File: src/rtl/tdm_pkg.sv
package tdm_pkg;

    localparam int WORD_W    = 32;
    localparam int KEY_WORDS = 4;

    typedef logic [WORD_W-1:0] word_t;
    typedef word_t [KEY_WORDS-1:0] key_t;

    localparam word_t TEA_DELTA = 32'h9E3779B9;
    localparam word_t CHAIN_IV0 = 32'h6D696368;
    localparam word_t CHAIN_IV1 = 32'h61656C20;
    // Chaining words 2 and 3 start at these values but never enter the digest.
    localparam word_t CHAIN_IV2 = 32'h676F7261;
    localparam word_t CHAIN_IV3 = 32'hFEDCBA98;

    typedef struct packed {
        word_t v0;
        word_t v1;
        word_t sum;
    } tea_lane_t;

    typedef enum logic [1:0] {
        ST_IDLE,
        ST_FETCH,
        ST_ROUND,
        ST_CHECK
    } ctl_state_t;

    function automatic word_t tea_mix(input word_t x);
        return ((x << 4) ^ (x >> 5)) + x;
    endfunction

    function automatic tea_lane_t tea_step(input tea_lane_t in, input key_t k);
        tea_lane_t o;
        o.v0  = in.v0 + (tea_mix(in.v1) ^ (in.sum + k[in.sum[1:0]]));
        o.sum = in.sum + TEA_DELTA;
        o.v1  = in.v1 + (tea_mix(o.v0) ^ (o.sum + k[o.sum[12:11]]));
        return o;
    endfunction

endpackage

File: src/rtl/tdm_fetch.sv
module tdm_fetch
    import tdm_pkg::*;
#(
    parameter int ADDR_W = 32
) (
    input  logic              clk,
    input  logic              rst,
    input  logic              en,
    input  logic [ADDR_W-1:0] chunk_addr,
    output logic [ADDR_W-1:0] mem_addr,
    output logic              mem_rd,
    input  word_t             mem_rdata,
    output key_t              key,
    output logic              done
);

    localparam int ISS_W = $clog2(KEY_WORDS + 1);
    localparam int CAP_W = $clog2(KEY_WORDS);
    localparam int BYTES_PER_WORD = WORD_W / 8;

    logic [ISS_W-1:0] issue_cnt;
    logic [CAP_W-1:0] cap_cnt;
    logic             rd_q;
    word_t            word_q [KEY_WORDS];

    assign mem_rd   = en && (issue_cnt < ISS_W'(KEY_WORDS));
    assign mem_addr = chunk_addr + ADDR_W'(issue_cnt) * ADDR_W'(BYTES_PER_WORD);
    assign done     = rd_q && (cap_cnt == CAP_W'(KEY_WORDS - 1));

    always_ff @(posedge clk) begin
        if (rst || !en) begin
            issue_cnt <= '0;
            cap_cnt   <= '0;
            rd_q      <= 1'b0;
        end else begin
            rd_q <= mem_rd;
            if (mem_rd) issue_cnt <= issue_cnt + 1'b1;
            if (rd_q)   cap_cnt   <= cap_cnt + 1'b1;
        end
    end

    for (genvar i = 0; i < KEY_WORDS; i++) begin : g_key
        always_ff @(posedge clk) begin
            if (rst) begin
                word_q[i] <= '0;
            end else if (rd_q && cap_cnt == CAP_W'(i)) begin
                word_q[i] <= mem_rdata;
            end
        end
        assign key[i] = word_q[i];
    end

    // the last word arrives only after every strobe of the group was issued
    assert_last_capture_after_strobes_R3: assert property (@(posedge clk) disable iff (rst)
        done |-> !mem_rd);

endmodule

File: src/rtl/tdm_round_core.sv
module tdm_round_core
    import tdm_pkg::*;
#(
    parameter int ROUNDS = 32
) (
    input  logic      clk,
    input  logic      rst,
    input  logic      clear_sum,
    input  logic      load,
    input  logic      run,
    input  word_t     load_v0,
    input  word_t     load_v1,
    input  key_t      key,
    output tea_lane_t step_out,
    output logic      last
);

    localparam int CNT_W = $clog2(ROUNDS + 1);

    tea_lane_t        lane_q;
    logic [CNT_W-1:0] cnt;

    assign step_out = tea_step(lane_q, key);
    assign last     = run && (cnt == CNT_W'(ROUNDS - 1));

    always_ff @(posedge clk) begin
        if (rst) begin
            lane_q <= '0;
            cnt    <= '0;
        end else if (clear_sum) begin
            lane_q.sum <= '0;
            cnt        <= '0;
        end else if (load) begin
            lane_q.v0 <= load_v0;
            lane_q.v1 <= load_v1;
            cnt       <= '0;
        end else if (run) begin
            lane_q <= step_out;
            cnt    <= cnt + 1'b1;
        end
    end

    // a group never runs past its round budget
    assert_round_count_bound_R10: assert property (@(posedge clk) disable iff (rst)
        run |-> (cnt < CNT_W'(ROUNDS)));

    // the sum survives a key load untouched
    assert_sum_kept_on_load_R6: assert property (@(posedge clk) disable iff (rst)
        (load && !clear_sum) |=> $stable(lane_q.sum));

endmodule

File: src/rtl/tdm_compare.sv
module tdm_compare (
    input  logic        clk,
    input  logic        rst,
    input  logic        clear,
    input  logic        eval,
    input  logic [63:0] digest,
    input  logic [63:0] expect_val,
    output logic        pass,
    output logic        fail
);

    always_ff @(posedge clk) begin
        if (rst || clear) begin
            pass <= 1'b0;
            fail <= 1'b0;
        end else if (eval) begin
            pass <= (digest == expect_val);
            fail <= (digest != expect_val);
        end
    end

    assert_verdict_exclusive_R7: assert property (@(posedge clk) disable iff (rst)
        !(pass && fail));

    assert_verdict_held_R8: assert property (@(posedge clk) disable iff (rst)
        (!clear && !eval) |=> ($stable(pass) && $stable(fail)));

endmodule

File: src/rtl/tea_region_verifier.sv
module tea_region_verifier
    import tdm_pkg::*;
#(
    parameter int ADDR_W = 32,
    parameter int ROUNDS = 32
) (
    input  logic              clk,
    input  logic              rst,
    input  logic              start,
    input  logic [ADDR_W-1:0] start_addr,
    input  logic [ADDR_W-1:0] end_addr,
    input  logic [63:0]       expect_hash,
    output logic [ADDR_W-1:0] mem_addr,
    output logic              mem_rd,
    input  logic [31:0]       mem_rdata,
    output logic              busy,
    output logic              pass,
    output logic              fail
);

    localparam int CHUNK_BYTES = KEY_WORDS * WORD_W / 8;
    localparam logic [ADDR_W-1:0] CHUNK_STEP = ADDR_W'(CHUNK_BYTES);
    localparam logic [ADDR_W-1:0] CHUNK_MASK = ~(ADDR_W'(CHUNK_BYTES - 1));

    ctl_state_t        state;
    logic [ADDR_W-1:0] chunk_ptr;
    logic [ADDR_W-1:0] base_q;
    logic [ADDR_W-1:0] limit_q;
    logic [63:0]       expect_q;
    word_t             chain0;
    word_t             chain1;

    logic              accept;
    logic [ADDR_W-1:0] span;
    logic [ADDR_W-1:0] limit_nxt;
    logic [ADDR_W-1:0] ptr_nxt;
    logic              fetch_done;
    key_t              key;
    tea_lane_t         step_out;
    logic              round_last;

    assign accept    = start && (state == ST_IDLE);
    assign span      = end_addr - start_addr;
    assign limit_nxt = (end_addr > start_addr) ? (start_addr + (span & CHUNK_MASK)) : start_addr;
    assign ptr_nxt   = chunk_ptr + CHUNK_STEP;
    assign busy      = (state != ST_IDLE);

    always_ff @(posedge clk) begin
        if (rst) begin
            state     <= ST_IDLE;
            chunk_ptr <= '0;
            base_q    <= '0;
            limit_q   <= '0;
            expect_q  <= '0;
            chain0    <= '0;
            chain1    <= '0;
        end else begin
            unique case (state)
                ST_IDLE: begin
                    if (accept) begin
                        chunk_ptr <= start_addr;
                        base_q    <= start_addr;
                        limit_q   <= limit_nxt;
                        expect_q  <= expect_hash;
                        chain0    <= CHAIN_IV0;
                        chain1    <= CHAIN_IV1;
                        state     <= (limit_nxt == start_addr) ? ST_CHECK : ST_FETCH;
                    end
                end
                ST_FETCH: begin
                    if (fetch_done) state <= ST_ROUND;
                end
                ST_ROUND: begin
                    if (round_last) begin
                        chain0    <= chain0 ^ step_out.v0;
                        chain1    <= chain1 ^ step_out.v1;
                        chunk_ptr <= ptr_nxt;
                        state     <= (ptr_nxt == limit_q) ? ST_CHECK : ST_FETCH;
                    end
                end
                ST_CHECK: begin
                    state <= ST_IDLE;
                end
                default: state <= ST_IDLE;
            endcase
        end
    end

    tdm_fetch #(
        .ADDR_W(ADDR_W)
    ) fetch_i (
        .clk        (clk),
        .rst        (rst),
        .en         (state == ST_FETCH),
        .chunk_addr (chunk_ptr),
        .mem_addr   (mem_addr),
        .mem_rd     (mem_rd),
        .mem_rdata  (mem_rdata),
        .key        (key),
        .done       (fetch_done)
    );

    tdm_round_core #(
        .ROUNDS(ROUNDS)
    ) core_i (
        .clk       (clk),
        .rst       (rst),
        .clear_sum (accept),
        .load      (fetch_done),
        .run       (state == ST_ROUND),
        .load_v0   (chain0),
        .load_v1   (chain1),
        .key       (key),
        .step_out  (step_out),
        .last      (round_last)
    );

    tdm_compare cmp_i (
        .clk        (clk),
        .rst        (rst),
        .clear      (accept),
        .eval       (state == ST_CHECK),
        .digest     ({chain0, chain1}),
        .expect_val (expect_q),
        .pass       (pass),
        .fail       (fail)
    );

    assert_read_only_when_busy_R3: assert property (@(posedge clk) disable iff (rst)
        mem_rd |-> busy);

    assert_read_inside_span_R3: assert property (@(posedge clk) disable iff (rst)
        mem_rd |-> ((mem_addr >= base_q) && (mem_addr < limit_q)));

    assert_start_raises_busy_R2: assert property (@(posedge clk) disable iff (rst)
        (start && !busy) |=> (busy && !pass && !fail));

    assert_busy_blocks_verdict_R2: assert property (@(posedge clk) disable iff (rst)
        busy |-> (!pass && !fail));

endmodule

File: config.mk
export PLATFORM = sky130hd
export DESIGN_NAME = tea_region_verifier
export DESIGN_NICKNAME = d
export VERILOG_FILES = /design/src/rtl/tdm_pkg.sv /design/src/rtl/tdm_fetch.sv /design/src/rtl/tdm_round_core.sv /design/src/rtl/tdm_compare.sv /design/src/rtl/tea_region_verifier.sv
export SDC_FILE = /design/constraint.sdc
export NUM_CORES = 2
export LEC_CHECK = 0
export ABC_AREA = 1
export BUFFER_PORTS_ARGS = -buffer_cell sky130_fd_sc_hd__buf_4
export CAP_MARGIN = 25
export CELL_PAD_IN_SITES_DETAIL_PLACEMENT = 0
export CELL_PAD_IN_SITES_GLOBAL_PLACEMENT = 1
export CORE_MARGIN = 5
export CORE_UTILIZATION = 46
export DETAILED_ROUTE_END_ITERATION = 8
export HOLD_SLACK_MARGIN = 0.1
export PLACE_DENSITY = 0.83
export SKIP_CTS_REPAIR_TIMING = 1
export SLEW_MARGIN = 10
export SYNTH_ARGS = -nofsm -noshare
export SYNTH_HDL_FRONTEND = slang
export SYNTH_SLANG_ARGS = --single-unit
File: constraint.sdc
create_clock -name clk -period 10.31 [get_ports clk]
set_input_delay 0.5155 -clock clk [delete_from_list [all_inputs] [get_ports clk]]
set_output_delay 0.5155 -clock clk [all_outputs]
set_load 0.05 [all_outputs]
==> impl_metrics.tcl <==
set metrics [dict create \
    status "finished clean" \
    layout-drive-gt1-share_pct 9.16 \
    clock.fmax_ghz 0.107 \
    synth_area_um2 35700 \
    synth_edf_count 128 \
    async_flop_share_pct 0 \
    io_pins 199 \
    fin_util_pct 51.6 \
    grt_pass1_wl_um 196000 \
    port_buffers 198 \
    gr-usage-all-layers_pct 30.0 \
    dp_hpwl_um 102000 \
    yosys.area.top_type_share_pct 17.0 \
    detail_route.wl_per_cell_um 20.6 \
    synth_area_leaders "dfxtp_1 (17%), nand2_1 (11%), edfxtp_1 (11%)" \
    hold_path.class "primary input to register" \
    fin_crit_sh_pct 90.5 \
    finalSetupTns_ns 0 \
    syn_to_final_growth_pct 11.5 \
    cpPeakStageDelay_ns 0.49 \
    rsz0062_at_grt "false" \
    hold_violations 0 \
    yosysWarnings 0 \
    multi_input_comb_area_um2 23200 \
    clockBufferDepth 3 \
    synth_top_area_cell "dfxtp_1" \
    cts-root-buf "clkbuf_16" \
    die_h_um 289 \
    worstPathMaxFanout 47 \
    grt_max_degree 106 \
    yosysMostFrequentCell "nand2_1" \
    placed_area_um2 38100 \
    clkTransAtPathRegs_ns 0.06 \
    synthTopCellsByCount "nand2_1 (1074), inv_1 (500), nor2_1 (499)" \
    holdPathStages 3 \
    grt_pass1_vias 33200 \
    die_x_um 289 \
    via_per_inst 5.56 \
    ys.flop_type "dfxtp_1" \
    clock-sinks 432 \
    numCtsBuffers 50 \
    whs_ns 0.131 \
    critPathCaptureType "register" \
    setup-violations-final 0 \
    synth_nets 5534 \
    drtIter0Drc 2668 \
    critPathArrivalTime_ns 9.84 \
    synth.distinct_cells 76 \
    yosysSeqAreaShare_pct 27.8 \
    finalCriticalPeriod_ns 9.34 \
    cts_tree "done" \
    critPathRequiredTime_ns 10.81 \
    start_util_pct 46.3 \
    core_um2 77200 \
    reg2reg_depth 52 \
    slew_headroom_pct 27.4 \
    antenna_found_initial 0 \
    overflow 0 \
    die_area_um2 83400 \
    finClkSkew_ns 0.0400 \
    htree_levels 2 \
    dr.pass1.iters 6 \
    post-route-cell-area_um2 39800 \
    yosys_register_bits 432 \
    clock_latency_ns 0.62 \
    worst_setup_path_start_kind "register" \
    layout.nets 5650 \
    drc 0 \
    nFillCells 7917 \
    gp_congestion 0.983 \
    slowest_stage "dfxtp_4" \
    vias 35000 \
    syn_inst 5100 \
    final-seq-area_um2 9930 \
    report.final.slew_viol_count 0 \
    path_common_cell "nand2_1" \
    maxCapViolCount 0 \
    postRouteAntennaNets 0 \
    routed_wl_um 130000 \
    critPathKind "register to register" \
    num_rows 102 \
    antenna_cells 0 \
    worst_pin_slew_ns 1.09 \
    avgSynthCellArea_um2 7.01 \
]
[stage by stage]
stage                     cells  worst slack (ns)
after floorplan            5100              2.58
after global placement     6202             0.778
after detailed placement   6202             0.717
after CTS                  6291             0.719
after global routing       6293            0.0402
final                      6293             0.975
[critical path: cells and delay by family, from the launching register on]
| family | cells | cell delay [ns] |
|---|---|---|
| buf+inv | 4 | 0.57 |
| fa+ha+maj | 4 | 1.46 |
| xor+xnor | 6 | 1.42 |
| compound gates | 16 | 2.97 |
| simple gates | 22 | 2.29 |
| flops | 1 | 0.49 |
[placed cells by master, fill, tap and decap left out, drive strengths merged, types with 6 or more instances in the layout]
cell type | netlist | routed
buf | 37 | 234
a211oi | 16 | 16
or2 | 15 | 15
o31ai | 6 | 6
xor2 | 358 | 358
a21oi | 510 | 510
nor4 | 30 | 30
a21o | 21 | 21
clkinv | 2 | 17
nor2 | 508 | 508
nor3 | 73 | 73
ha | 263 | 263
dfxtp | 304 | 304
o21ai | 414 | 414
edfxtp | 128 | 128
clkbuf | 134 | 65
inv | 526 | 527
nand4 | 48 | 48
a32oi | 31 | 31
bufinv | 0 | 6
o21a | 13 | 13
o22ai | 57 | 57
o211ai | 27 | 27
nand2 | 1114 | 1114
fa | 8 | 8
o21bai | 32 | 32
xnor2 | 112 | 112
a21boi | 14 | 14
nand3b | 13 | 13
a31oi | 31 | 31
nand3 | 212 | 212
[path summary, 6_finish.rpt]
| kind | from | to | slack (ns) |
|---|---|---|---|
| worst max-delay path | core_i.lane_q[0] | chain1[29] | 0.97 |
| worst min-delay path | expect_hash[19] | expect_q[19] | 0.13 |
| worst max register to register | core_i.lane_q[0] | chain1[29] | 0.97 |
| worst min register to register | expect_q[51] | expect_q[51] | 0.46 |
[layout make-up]
type	count	share of cell area, %
timing repair buffer	234	4.41
tap	1040	3.27
timing repair inverter	1	0.0126
multi-input combinational	3969	58.2
inverter	528	5.00
clock inverter	24	0.744
clock buffer	65	3.43
sequential	432	24.9
[metal layers]
metal	up-vias	routed length (um)	global-route usage, %
met5	-	0	0
met4	0	4560	9.13
met3	189	6860	3.17
met2	997	61200	51.6
met1	16400	57000	40.0
li1	17300	-	-
[kinds of logic after synthesis]
| group | synth area share (%) |
|---|---|
| adders and majority gates | 9.66 |
| xor gates and xnor gates | 11.7 |
| muxes | 0.0280 |
| AOI/OAI and AO/OA | 19.2 |
| and+or+nand+nor | 24.1 |
| buffers and inverters | 7.52 |
| DFF | 27.8 |
[registers in the layout (all words and copies together), names as in the netlist]
signal	cells
fetch_i.word_q	128
core_i.lane_q	96
expect_q	64
chain0	32
chain1	32
chunk_ptr	32
limit_q	32
core_i.cnt	6
fetch_i.issue_cnt	3
fetch_i.cap_cnt	2
state	2
cmp_i.fail	1
cmp_i.pass	1
fetch_i.rd_q	1
Power is left out: the tool's default activity adds up to more than one toggle a clock period on the data nets, which glitch-free logic cannot reach.
